## src/rtl/coh_pkg.sv

```systemverilog
package coh_pkg;
  typedef enum logic [2:0] {
    ST_IDLE,
    ST_SEND,
    ST_COLLECT,
    ST_PUSH,
    ST_PUSH_WAIT,
    ST_FINISH
  } seq_state_t;

  typedef enum logic [1:0] {
    MSG_INV  = 2'd0,
    MSG_LOCK = 2'd1,
    MSG_UPD  = 2'd2
  } msg_kind_t;
endpackage

```

## src/rtl/coh_pick.sv

```systemverilog
module coh_pick #(
  parameter int N  = 4,
  localparam int IW = (N > 1) ? $clog2(N) : 1
) (
  input  logic [N-1:0]  vec,
  output logic [N-1:0]  onehot,
  output logic [IW-1:0] idx
);
  assign onehot = vec & (~vec + {{(N-1){1'b0}}, 1'b1});

  always_comb begin
    idx = '0;
    for (int i = N - 1; i >= 0; i--) begin
      if (vec[i]) idx = IW'(i);
    end
  end
endmodule

```

## src/rtl/coh_sharer_dir.sv

```systemverilog
module coh_sharer_dir #(
  parameter int N = 4
) (
  input  logic         clk,
  input  logic         rst_n,
  input  logic         set_en,
  input  logic [N-1:0] set_vec,
  input  logic [N-1:0] clr_vec,
  input  logic         load_en,
  input  logic [N-1:0] load_vec,
  output logic [N-1:0] sharers
);
  logic [N-1:0] sharers_n;

  always_comb begin
    if (load_en) sharers_n = load_vec;
    else         sharers_n = (sharers & ~clr_vec) | (set_en ? set_vec : '0);
  end

  always_ff @(posedge clk or negedge rst_n) begin
    if (!rst_n) sharers <= '0;
    else        sharers <= sharers_n;
  end
endmodule

```

## src/rtl/coh_seq_fsm.sv

```systemverilog
module coh_seq_fsm
  import coh_pkg::*;
#(
  parameter int N  = 4,
  localparam int IW = (N > 1) ? $clog2(N) : 1
) (
  input  logic          clk,
  input  logic          rst_n,
  input  logic          req_valid,
  input  logic          req_write,
  input  logic [IW-1:0] req_node,
  input  logic          req_update_mode,
  input  logic          ack_valid,
  input  logic [IW-1:0] ack_node,
  input  logic [N-1:0]  sharers,
  output logic          req_ready,
  output logic          msg_valid,
  output logic [1:0]    msg_kind,
  output logic [IW-1:0] msg_dest,
  output logic          done_valid,
  output logic          done_write,
  output logic [IW-1:0] done_node,
  output logic          commit,
  output logic          dir_set_en,
  output logic [N-1:0]  dir_set_vec,
  output logic [N-1:0]  dir_clr_vec,
  output logic          dir_load_en,
  output logic [N-1:0]  dir_load_vec,
  output logic          mode_upd
);
  localparam logic [N-1:0] ONE = {{(N-1){1'b0}}, 1'b1};

  seq_state_t   state, state_n;
  logic [N-1:0] pend, pend_n, waitv, waitv_n, upd_left, upd_left_n, tgt, tgt_n;
  logic [IW-1:0] writer, writer_n;
  logic          wr_r, wr_n, mode_r, mode_n;
  logic [N-1:0]  pick_in, pick_oh, sent_oh, ack_oh, take, wr_oh, req_oh;
  logic [IW-1:0] pick_idx;

  assign pick_in = (state == ST_PUSH) ? upd_left : pend;

  coh_pick #(.N(N)) u_pick (.vec(pick_in), .onehot(pick_oh), .idx(pick_idx));

  assign wr_oh   = ONE << writer;
  assign req_oh  = ONE << req_node;
  assign ack_oh  = ack_valid ? (ONE << ack_node) : '0;
  assign take    = ack_oh & waitv;
  assign waitv_n = (waitv & ~take) | sent_oh;

  assign done_node   = writer;
  assign done_write  = wr_r;
  assign mode_upd    = mode_r;
  assign dir_clr_vec = mode_r ? '0 : take;
  assign dir_set_vec = wr_oh;

  always_comb begin
    state_n      = state;
    pend_n       = pend;
    upd_left_n   = upd_left;
    tgt_n        = tgt;
    writer_n     = writer;
    wr_n         = wr_r;
    mode_n       = mode_r;
    sent_oh      = '0;
    req_ready    = 1'b0;
    msg_valid    = 1'b0;
    msg_kind     = MSG_INV;
    msg_dest     = pick_idx;
    done_valid   = 1'b0;
    commit       = 1'b0;
    dir_set_en   = 1'b0;
    dir_load_en  = 1'b0;
    dir_load_vec = '0;
    unique case (state)
      ST_IDLE: begin
        req_ready = 1'b1;
        if (req_valid) begin
          writer_n = req_node;
          wr_n     = req_write;
          mode_n   = req_update_mode;
          tgt_n    = sharers & ~req_oh;
          pend_n   = sharers & ~req_oh;
          if (!req_write || ((sharers & ~req_oh) == '0)) state_n = ST_FINISH;
          else                                            state_n = ST_SEND;
        end
      end
      ST_SEND: begin
        msg_valid = 1'b1;
        msg_kind  = mode_r ? MSG_LOCK : MSG_INV;
        sent_oh   = pick_oh;
        pend_n    = pend & ~pick_oh;
        if ((pend & ~pick_oh) == '0) state_n = ST_COLLECT;
      end
      ST_COLLECT: begin
        if (waitv_n == '0) begin
          if (mode_r) begin
            upd_left_n = tgt;
            commit     = 1'b1;
            state_n    = ST_PUSH;
          end else begin
            state_n = ST_FINISH;
          end
        end
      end
      ST_PUSH: begin
        msg_valid  = 1'b1;
        msg_kind   = MSG_UPD;
        sent_oh    = pick_oh;
        upd_left_n = upd_left & ~pick_oh;
        state_n    = ST_PUSH_WAIT;
      end
      ST_PUSH_WAIT: begin
        if (waitv_n == '0) state_n = (upd_left == '0) ? ST_FINISH : ST_PUSH;
      end
      ST_FINISH: begin
        done_valid = 1'b1;
        if (wr_r) begin
          commit       = 1'b1;
          dir_load_en  = 1'b1;
          dir_load_vec = mode_r ? (sharers | wr_oh) : wr_oh;
        end else begin
          dir_set_en = 1'b1;
        end
        state_n = ST_IDLE;
      end
      default: state_n = ST_IDLE;
    endcase
  end

  always_ff @(posedge clk or negedge rst_n) begin
    if (!rst_n) begin
      state    <= ST_IDLE;
      pend     <= '0;
      waitv    <= '0;
      upd_left <= '0;
      tgt      <= '0;
      writer   <= '0;
      wr_r     <= 1'b0;
      mode_r   <= 1'b0;
    end else begin
      state    <= state_n;
      pend     <= pend_n;
      waitv    <= waitv_n;
      upd_left <= upd_left_n;
      tgt      <= tgt_n;
      writer   <= writer_n;
      wr_r     <= wr_n;
      mode_r   <= mode_n;
    end
  end
endmodule

```

## src/rtl/coh_home_seq.sv

```systemverilog
module coh_home_seq #(
  parameter int NODES  = 4,
  parameter int DATA_W = 16,
  localparam int NODE_W = (NODES > 1) ? $clog2(NODES) : 1
) (
  input  logic              clk,
  input  logic              rst_n,
  input  logic              req_valid,
  output logic              req_ready,
  input  logic [NODE_W-1:0] req_node,
  input  logic              req_write,
  input  logic [DATA_W-1:0] req_data,
  input  logic              update_mode,
  output logic              msg_valid,
  output logic [1:0]        msg_kind,
  output logic [NODE_W-1:0] msg_dest,
  output logic [DATA_W-1:0] msg_data,
  input  logic              ack_valid,
  input  logic [NODE_W-1:0] ack_node,
  output logic              done_valid,
  output logic [NODE_W-1:0] done_node,
  output logic              done_write,
  output logic [DATA_W-1:0] done_data
);
  logic [NODES-1:0]  sharer_vec, set_vec, clr_vec, load_vec;
  logic              set_en, load_en, commit, mode_upd, wdata_en;
  logic [DATA_W-1:0] central_q, central_n, wdata_q, wdata_n;

  coh_sharer_dir #(.N(NODES)) u_dir (
    .clk(clk), .rst_n(rst_n),
    .set_en(set_en), .set_vec(set_vec), .clr_vec(clr_vec),
    .load_en(load_en), .load_vec(load_vec), .sharers(sharer_vec)
  );

  coh_seq_fsm #(.N(NODES)) u_fsm (
    .clk(clk), .rst_n(rst_n),
    .req_valid(req_valid), .req_write(req_write), .req_node(req_node),
    .req_update_mode(update_mode),
    .ack_valid(ack_valid), .ack_node(ack_node), .sharers(sharer_vec),
    .req_ready(req_ready), .msg_valid(msg_valid), .msg_kind(msg_kind),
    .msg_dest(msg_dest), .done_valid(done_valid), .done_write(done_write),
    .done_node(done_node), .commit(commit),
    .dir_set_en(set_en), .dir_set_vec(set_vec), .dir_clr_vec(clr_vec),
    .dir_load_en(load_en), .dir_load_vec(load_vec), .mode_upd(mode_upd)
  );

  assign wdata_en  = req_valid && req_ready && req_write;
  assign wdata_n   = wdata_en ? req_data : wdata_q;
  assign central_n = commit ? wdata_q : central_q;

  always_ff @(posedge clk or negedge rst_n) begin
    if (!rst_n) begin
      wdata_q   <= '0;
      central_q <= '0;
    end else begin
      wdata_q   <= wdata_n;
      central_q <= central_n;
    end
  end

  assign msg_data  = wdata_q;
  assign done_data = done_write ? wdata_q : central_q;
endmodule

```

## config.mk

```make
export PLATFORM = sky130hd
export DESIGN_NAME = coh_home_seq
export DESIGN_NICKNAME = d
export VERILOG_FILES = /design/src/rtl/coh_pkg.sv /design/src/rtl/coh_pick.sv /design/src/rtl/coh_sharer_dir.sv /design/src/rtl/coh_seq_fsm.sv /design/src/rtl/coh_home_seq.sv
export SDC_FILE = /design/constraint.sdc
export NUM_CORES = 1
export LEC_CHECK = 0
export BUFFER_PORTS_ARGS = -buffer_cell sky130_fd_sc_hd__buf_2
export CAP_MARGIN = 20
export CORE_MARGIN = 2
export CORE_UTILIZATION = 40
export CTS_CLUSTER_DIAMETER = 100
export DETAILED_ROUTE_END_ITERATION = 12
export PLACE_DENSITY = 0.67
export SLEW_MARGIN = 5
export SYNTH_ARGS = -nofsm -noshare
export SYNTH_HDL_FRONTEND = slang
export SYNTH_SLANG_ARGS = --single-unit
```

## constraint.sdc

```tcl
create_clock -name clk -period 6.1 [get_ports clk]
set_input_delay 0.61 -clock clk [delete_from_list [all_inputs] [get_ports clk]]
set_output_delay 0.61 -clock clk [all_outputs]
set_load 0.02 [all_outputs]
```

==> impl_metrics.py, run 1 <==
metrics = {
    "status": {
        "outcome": "completed",
    },
    "clock_tree": {
        "clockBufferDepth": 2,
        "cts_htree_levels": 3,
        "clockRootBuffer": "clkbuf_8",
        "cts_hold_buf": 0,
        "post-cts-setup-buffer-count": 0,
        "cts_buffers": 9,
        "clock-sinks": 59,
        "path_clk_slew_ns": 0.07,
        "clk-insertion-delay-late_ns": 0.34,
        "cts_resized": 0,
        "cts_tree": "built",
    },
    "critical_path": {
        "cp_slowest_cell": "dfrtp_1",
        "cp.required_ns": 5.49,
        "end_kind": "primary output",
        "ff2ff_path_depth": 5,
        "worstSetupStartpointType": "flop",
        "cp.arrival_ns": 2.25,
        "crit_fanout": 11,
        "crit_type": "flop to primary output",
        "max_stage_delay_ns": 0.53,
        "crit_chain": "nand2b_1 -> inv_1 -> nand2_1 -> clkinv_1 -> or3_1 -> o31ai_1 -> buf_2",
    },
    "power_and_ir_drop": {
        "leakage_uw": 0.001696,
        "power_uw": 2058,
        "vdd.ir_drop.worst_v": 0.0002897,
        "power-per-cell-area_nw_per_um2": 579.9,
    },
    "sta": {
        "slew-limit-headroom": 0.3967,
        "max_freq_mhz": 349.8,
        "final.setup.tns_ns": 0,
        "worstMarginPinSlew_ns": 0.9049,
        "period_share": 0.4687,
        "final_max_slew_viol_count": 0,
        "setup_viol": 0,
        "grt_setup_unrepaired": "false",
        "hold_viol_final": 0,
        "min_period_ns": 2.859,
        "finClkSkew_ns": 0.008276,
        "hold_slack_ns": 0.4263,
    },
    "final_layout": {
        "drive_gt1_frac": 0.4100,
        "fillCellCount": 692,
        "area_delta_synth_final_pct": 19.35,
        "multi_input_area_um2": 1378,
        "fin_nets": 361,
        "area.sequential_um2": 1476,
        "fin_cells": 438,
        "antenna_cells": 0,
    },
    "synth": {
        "syn_inst": 268,
        "yosysWarnings": 0,
        "synth_top_cells_by_area": "dfrtp_1 50%, mux2_2 14%, mux2_4 5.0%",
        "syn_nets": 294,
        "netlist_area_um2": 2974,
        "synth_top_cell_by_area": "dfrtp_1",
        "synth_edf_count": 0,
        "avgSynthCellArea_um2": 11.10,
        "ys_ff_latch": 59,
        "synth-main-ff-cell": "dfrtp_1",
        "async_reset_ff_frac": 1.000,
        "ys_seq_area_frac": 0.4964,
        "ys_types": 47,
        "synth_top_cell_area_share": 0.4964,
    },
    "grt": {
        "track_usage": 0.1696,
        "grt_pass1_wl_um": 11000,
        "first_global_vias": 2290,
        "overflow": 0,
        "grt_max_degree": 60,
        "antenna_found_initial": 0,
    },
    "placed_design": {
        "numPortBuffers": 67,
        "dp.final_hpwl_um": 4525,
        "dp_cells": 423,
        "gp_congestion": 0.8537,
    },
    "floorplan": {
        "core.rowCount": 31,
        "die-area_um2": 8141,
        "die_y_um": 90.23,
        "die_w_um": 90.23,
        "initial_utilization": 0.4122,
        "io_pins": 68,
        "core_region_area_um2": 7214,
    },
    "route": {
        "drt_wl_total_um": 6486,
        "drtIter0Drc": 128,
        "routedWlPerCell_um": 14.81,
        "drc": 0,
        "avgViaCountPerCell": 5.162,
        "first_pass_iters": 4,
        "vias": 2261,
        "antenna_left": 0,
    },
    "min_path": {
        "hold_class": "primary input to asynchronous set/reset pin",
    },
    "run": {
        "maxCapViolCount": 0,
    },
}
per-stage QoR:
stage	setup WS (ns)	instance area, µm²	util
after global placement	3.214	3358	0.4655
after floorplan	3.623	2974	-
after global routing	3.077	3550	0.4920
final	3.241	3550	0.4920
after CTS	3.233	3550	0.4920
after detailed placement	3.119	3358	0.4655
where the power goes:
part	internal, µW	switching (µW)	total (µW)
clock network	196	152	348
registers	574	201	774
logic	432	505	936
total	1200	857	2060
placed cells by master (no fill, tap or decap), types with 4 or more instances in the layout:
master	Yosys	routed
a21oi_1	7	7
inv_1	9	9
buf_2	2	67
nand3_1	5	5
mux2_4	10	10
nand2b_1	4	4
o21ai_0	25	25
clkbuf_8	0	10
nor2_1	9	9
mux2_2	38	38
nand2_1	34	34
dfrtp_1	59	59
and2_1	4	4
mux2i_1	5	5
nor3_1	5	5
cells by family (layout without fill, tap and decap cells):
family	count (synthesis)	after routing	synth area share
and+or+nand+nor	78	78	0.1296
DFF	59	59	0.4964
AOI/OAI and AO/OA	55	55	0.1191
muxes	53	53	0.2112
buffers and inverters	22	93	0.04039
adders and majority gates	1	1	0.003366
sequential cells by signal, indices dropped and copies added (netlist names), 2 cells and up:
register	count
u_fsm.state	3
u_fsm.done_node	2
msg_data	16
u_fsm.tgt	4
central_q	16
u_fsm.pend	4
u_dir.sharers	4
u_fsm.waitv	4
u_fsm.upd_left	4
synthesized netlist by cell type, drive strengths merged, types with 2 or more instances:
cell type and count:
a21bo 2, a21boi 2, a21oi 7, a22o 2
a31oi 3, a41oi 2, and2 4, and3 2
buf 7, clkbuf 5, dfrtp 59, inv 9
mux2 48, mux2i 5, nand2 34, nand2b 4
nand3 5, nand4 2, nor2 9, nor3 5
nor3b 2, o211ai 2, o21ai 25, o2bb2ai 2
o31ai 2, or2 3, or3 2
cell type report:
type / count / area share
repair buffers: 68 / 0.09658
inverters: 10 / 0.01057
multi-input cells: 187 / 0.3881
clock buffers: 10 / 0.03877
clock inverters: 5 / 0.01516
flip-flops and latches: 59 / 0.4159
well taps: 99 / 0.03490
layer usage:
layer | up-vias | global-route usage | wire [µm]
met5 | - | 0 | 0
li1 | 1092 | - | -
met4 | 0 | 0.07436 | 106
met3 | 8 | 0.04023 | 305
met2 | 50 | 0.2607 | 3029
met1 | 1111 | 0.2293 | 3044
worst paths after layout:
path                                start             end  slack, ns
setup / recovery           u_fsm.state[2]     msg_dest[0]       3.24
hold / removal                      rst_n  u_fsm.state[0]       0.43
setup reg to reg           u_fsm.state[1]    central_q[1]       3.25
hold reg to reg              central_q[0]    central_q[0]       0.51
max in group asynchronous           rst_n    central_q[7]       5.19
min in group clk              update_mode  u_fsm.mode_upd       0.47
worst max-delay path: cells and delay by family, from the launching register on:
kind            cells  cell delay [ns]
simple gates        3             0.79
flops               1             0.53
buf+inv             3             0.50
compound gates      1             0.08
(Power assumes the default switching activity.)
==> inputs of run 2 (changes only) <==
==> constraint.sdc (replaced) <==
create_clock -name clk -period 2.75 [get_ports clk]
set_input_delay 0.275 -clock clk [delete_from_list [all_inputs] [get_ports clk]]
set_output_delay 0.275 -clock clk [all_outputs]
set_load 0.02 [all_outputs]
==> run 2 against run 1 <==
Against the previous run:
- cell count up 1.6%
- via count up 1.9%
- critical path depth unchanged
- power up 120%
- highest routed layer unchanged
- global-route usage down 0.13 points
- clock skew down 0.0020 ns
- non-clock buffer count up 6
==> impl_metrics.py, run 2 (same netlist as run 1, synthesis figures left out) <==
metrics = {
    "floorplan": {
        "io_pins": 68,
        "die_y_um": 90.23,
        "die_w_um": 90.23,
        "core.rowCount": 31,
        "die-area_um2": 8141,
        "initial_utilization": 0.4122,
        "core_region_area_um2": 7214,
    },
    "critical_path": {
        "reg2reg_slack_ns": 0.45,
        "crit_fanout": 11,
        "crit_chain": "nand2b_1 -> inv_1 -> nand2_1 -> clkinv_1 -> or3_1 -> o31ai_1 -> buf_2",
        "critical_path_buf_inv_count": 3,
        "cp.required_ns": 2.48,
        "r2r-end": "central_q[0]",
        "cp.arrival_ns": 2.24,
        "cp_slowest_cell": "dfrtp_1",
        "r2r_start": "u_fsm.waitv[1]",
        "crit_type": "flop to primary output",
        "worstSetupStartpointType": "flop",
        "critPathTopFamily": "simple AND/OR/NAND/NOR gates",
        "max_stage_delay_ns": 0.53,
        "ff2ff_path_depth": 6,
        "end_kind": "primary output",
    },
    "route": {
        "drc": 0,
        "vias": 2304,
        "first_pass_iters": 4,
        "avgViaCountPerCell": 5.178,
        "antenna_left": 0,
        "drtIter0Drc": 189,
        "drt_wl_total_um": 6484,
        "routedWlPerCell_um": 14.57,
    },
    "sta": {
        "max_freq_mhz": 396.9,
        "period_share": 0.9162,
        "slew-limit-headroom": 0.5105,
        "finClkSkew_ns": 0.006322,
        "final.setup.tns_ns": 0,
        "grt_setup_unrepaired": "false",
        "min_period_ns": 2.520,
        "final_max_slew_viol_count": 0,
        "worstMarginPinSlew_ns": 0.7343,
        "hold_viol_final": 0,
        "setup_viol": 0,
    },
    "run": {
        "maxCapViolCount": 0,
    },
    "grt": {
        "grt_max_degree": 60,
        "track_usage": 0.1683,
        "first_global_vias": 2233,
        "grt_pass1_wl_um": 10880,
        "overflow": 0,
        "antenna_found_initial": 0,
    },
    "clock_tree": {
        "clock-sinks": 59,
        "clk-insertion-delay-late_ns": 0.33,
        "post-cts-setup-buffer-count": 0,
        "path_clk_slew_ns": 0.07,
        "clockBufferDepth": 2,
        "clockRootBuffer": "clkbuf_8",
        "cts_hold_buf": 0,
        "cts_buffers": 9,
        "cts_tree": "built",
        "cts_resized": 0,
        "cts_htree_levels": 3,
    },
    "placed_design": {
        "placed_area_um2": 3403,
        "gp_congestion": 0.7888,
        "dp.final_hpwl_um": 4538,
        "numPortBuffers": 67,
    },
    "final_layout": {
        "fillCellCount": 688,
        "final_area_um2": 3588,
        "layout_commonest_cell": "buf_2",
        "antenna_cells": 0,
        "area_delta_synth_final_pct": 20.66,
        "drive_gt1_frac": 0.4162,
        "fin_nets": 367,
        "mostFrequentLayoutCells": "67 x buf_2, 59 x dfrtp_1, 38 x mux2_2, 34 x nand2_1, 25 x o21ai_0",
    },
    "power_and_ir_drop": {
        "pwr-share-seq": 0.361,
        "vdd.ir_drop.worst_v": 0.0005650,
        "power_switching_uw": 1908,
        "leakage_uw": 0.001721,
        "power-per-cell-area_nw_per_um2": 1279,
        "p_int_uw": 2682,
        "swShare": 0.4156,
        "p_comb_frac": 0.475,
        "clockPowerShare": 0.164,
    },
    "min_path": {
        "hold_class": "primary input to asynchronous set/reset pin",
    },
    "status": {
        "outcome": "completed",
    },
}
==> run 2: through the flow <==
| stage | setup slack, ns | util | total power, µW | cells | hold WS [ns] |
|---|---|---|---|---|---|
| floorplan | 0.4622 | - | 3178 | 268 | -0.02059 |
| global placement | 0.5561 | 0.4717 | 3810 | 429 | 0.4667 |
| detailed placement | 0.4439 | 0.4717 | 3854 | 429 | 0.4694 |
| CTS | 0.2451 | 0.4974 | 4628 | 445 | 0.1160 |
| global route | 0.07176 | 0.4974 | 4918 | 445 | 0.1226 |
| finish | 0.2305 | 0.4974 | 4590 | 445 | 0.07841 |
==> run 2: layout make-up <==
type                            instances  area, µm²  area share
Clock buffer                           11      131.4     0.03661
Clock inverter                          5      53.80     0.01499
Inverter                               10      37.54     0.01046
Multi-Input combinational cell        187       1378      0.3839
Sequential cell                        59       1476      0.4114
Tap cell                               99      123.9     0.03452
Timing Repair Buffer                   74      387.9      0.1081
==> run 2: power by group through the flow <==
stage	combinational [µW]	sequential (µW)	clock (µW)
3_3_place_gp	2160	1650	0
4_1_cts	2210	1650	770
6_report	2180	1660	751
5_1_grt	2380	1720	816
3_5_place_dp	2190	1660	0
2_1_floorplan	1460	1720	0
==> run 2: worst register-to-register path, stage by stage, from the launching register on <==
cell	delay [ns]
dfrtp_1	0.42
nor4b_1	0.42
a211oi_2	0.10
and4bb_1	0.45
or2_1	0.15
buf_4	0.27
mux2_2	0.39
==> run 2: worst max-delay path by stage <==
stage                         startpoint      endpoint  slack (ns)  cells past startpoint
after CTS                 u_fsm.state[2]   msg_dest[0]        0.25                      7
after global placement       ack_node[0]  central_q[4]        0.56                      7
final                     u_fsm.state[2]   msg_dest[0]        0.23                      7
after detailed placement     ack_node[0]  central_q[2]        0.44                      7
after global routing      u_fsm.state[2]   msg_dest[0]        0.07                      7
after floorplan           u_fsm.state[2]  msg_data[10]        0.46                      7
==> run 2: layer usage <==
| layer | routed length, µm | track usage | vias up |
|---|---|---|---|
| li1 | - | - | 1108 |
| met3 | 238 | 0.03185 | 12 |
| met2 | 3029 | 0.2513 | 68 |
| met4 | 164 | 0.08846 | 0 |
| met1 | 3052 | 0.2331 | 1116 |
| met5 | 0 | 0 | - |
==> inputs of run 3 (changes only) <==
--- a/config.mk
+++ b/config.mk
@@ -6,12 +6,12 @@
 export NUM_CORES = 1
 export LEC_CHECK = 0
 export BUFFER_PORTS_ARGS = -buffer_cell sky130_fd_sc_hd__buf_2
-export CAP_MARGIN = 20
+export CAP_MARGIN = 30
 export CORE_MARGIN = 2
-export CORE_UTILIZATION = 40
+export CORE_UTILIZATION = 54
 export CTS_CLUSTER_DIAMETER = 100
 export DETAILED_ROUTE_END_ITERATION = 12
-export PLACE_DENSITY = 0.67
+export PLACE_DENSITY = 0.85
 export SLEW_MARGIN = 5
 export SYNTH_ARGS = -nofsm -noshare
 export SYNTH_HDL_FRONTEND = slang
==> run 3 against run 2 <==
Against the previous run:
- the run now ends with negative hold slack left
- combinational power about the same
- largest power group unchanged
- maximum frequency up 0.91%
- die area fell by 25%
- via count is 1.4% higher
- critical path depth is the same
- count of clock-buffer cells in the layout is 1 higher
- design area did not move
- cell count shrank 6.1%
- first-iteration DRC count rose by 17%
- hold slack lost 0.088 ns
- largest cell class unchanged
- sequential share of layout area unchanged
==> impl_metrics.py, run 3 (same netlist as run 1, synthesis figures left out) <==
metrics = {
    "final_layout": {
        "layout_commonest_cell": "buf_2",
        "fillCellCount": 423,
        "area_delta_synth_final_pct": 20.66,
        "final_util": 0.6639,
        "fin_nets": 367,
        "drive_gt1_frac": 0.4162,
        "antenna_cells": 0,
        "mostFrequentLayoutCells": "67 x buf_2, 59 x dfrtp_1, 38 x mux2_2, 34 x nand2_1, 25 x o21ai_0",
        "final_area_um2": 3588,
    },
    "critical_path": {
        "crit_chain": "nand2b_1 -> inv_1 -> nand2_1 -> clkinv_1 -> or3_1 -> o31ai_1 -> buf_2",
        "critical_path_buf_inv_count": 3,
        "max_stage_delay_ns": 0.53,
        "critPathTopFamily": "simple AND/OR/NAND/NOR gates",
        "cp.arrival_ns": 2.22,
        "crit_type": "flop to primary output",
        "cp.required_ns": 2.48,
        "crit_fanout": 11,
        "worstSetupStartpointType": "flop",
        "end_kind": "primary output",
        "cp_slowest_cell": "dfrtp_1",
    },
    "route": {
        "drtIter0Drc": 221,
        "first_pass_iters": 4,
        "antenna_left": 0,
        "avgViaCountPerCell": 5.591,
        "vias": 2337,
        "routedWlPerCell_um": 16.17,
        "drc": 0,
        "drt_wl_total_um": 6757,
    },
    "placed_design": {
        "dp.final_hpwl_um": 4673,
        "placed_area_um2": 3369,
        "numPortBuffers": 67,
        "gp_congestion": 0.8564,
    },
    "grt": {
        "track_usage": 0.2370,
        "grt_pass1_wl_um": 11210,
        "overflow": 0,
        "first_global_vias": 2334,
        "grt_max_degree": 34,
        "antenna_found_initial": 0,
    },
    "run": {
        "maxCapViolCount": 0,
    },
    "floorplan": {
        "core.rowCount": 27,
        "initial_utilization": 0.5502,
        "io_pins": 68,
        "die-area_um2": 6118,
        "die_y_um": 78.22,
        "core_region_area_um2": 5405,
        "die_w_um": 78.22,
    },
    "sta": {
        "min_period_ns": 2.497,
        "final.setup.tns_ns": 0,
        "hold_slack_ns": -0.009698,
        "grt_setup_unrepaired": "false",
        "finClkSkew_ns": 0.006335,
        "worstMarginPinSlew_ns": 0.7050,
        "final_max_slew_viol_count": 0,
        "slew-limit-headroom": 0.5300,
        "hold_viol_final": 31,
        "period_share": 0.9079,
        "setup_viol": 0,
        "max_freq_mhz": 400.5,
    },
    "power_and_ir_drop": {
        "swShare": 0.4111,
        "power_switching_uw": 1950,
        "power-per-cell-area_nw_per_um2": 1322,
        "pwr-share-seq": 0.351,
        "p_int_uw": 2793,
        "leakage_uw": 0.001735,
        "vdd.ir_drop.worst_v": 0.0009364,
        "p_comb_frac": 0.465,
        "clockPowerShare": 0.184,
    },
    "status": {
        "violations": "negative hold slack",
        "outcome": "finished, violations left",
    },
    "clock_tree": {
        "cts_htree_levels": 3,
        "cts_hold_buf": 0,
        "path_clk_slew_ns": 0.07,
        "clockRootBuffer": "clkbuf_8",
        "cts_resized": 0,
        "post-cts-setup-buffer-count": 0,
        "clock-sinks": 59,
        "cts_tree": "built",
        "clockBufferDepth": 2,
        "cts_buffers": 9,
        "clk-insertion-delay-late_ns": 0.34,
    },
    "min_path": {
        "hold_class": "primary input to asynchronous set/reset pin",
    },
}
[run 3: final cells by class]
type | count | area, µm² | share of cell area
flip-flops and latches | 59 | 1476 | 0.4114
multi-input cells | 187 | 1378 | 0.3839
repair buffers | 74 | 387.9 | 0.1081
clock buffers | 12 | 145.1 | 0.04045
well taps | 72 | 90.09 | 0.02510
clock inverters | 4 | 73.82 | 0.02057
inverters | 10 | 37.54 | 0.01046
[run 3: through the flow]
step	cells	setup slack [ns]	hold WS, ns	total power (µW)
floorplan	268	0.4622	-0.02059	3178
global placement	402	0.5755	0.3591	3765
detailed placement	402	0.5271	0.3686	3845
CTS	418	0.2578	0.002206	4750
global route	418	0.04170	0.04429	5033
finish	418	0.2533	-0.009698	4744
[run 3: metal layers]
layer	GRT usage	wire length, µm
met4	0.1018	127
met5	0	0
met2	0.3759	3364
met1	0.3118	2827
met3	0.05862	438
[run 3: path summary, 6_finish.rpt]
kind / from / endpoint / slack (ns) / cells after the start
worst max-delay path: u_fsm.state[2] / msg_dest[0] / 0.25 / 7
worst min-delay path: rst_n / u_fsm.pend[3] / -0.01 / 1
worst max register to register: u_fsm.waitv[1] / central_q[1] / 0.47 / 6
worst min register to register: u_fsm.tgt[0] / u_fsm.tgt[0] / 0.51 / 2
max in group asynchronous: rst_n / u_fsm.upd_left[3] / 2.08 / 2
min in group clk: update_mode / u_fsm.mode_upd / 0.14 / 3
[run 3: power by group through the flow]
stage	Combinational [µW]	Clock (µW)	Sequential, µW
4_1_cts	2210	885	1650
3_5_place_dp	2190	0	1660
2_1_floorplan	1460	0	1720
6_report	2210	873	1660
3_3_place_gp	2120	0	1640
5_1_grt	2380	916	1730
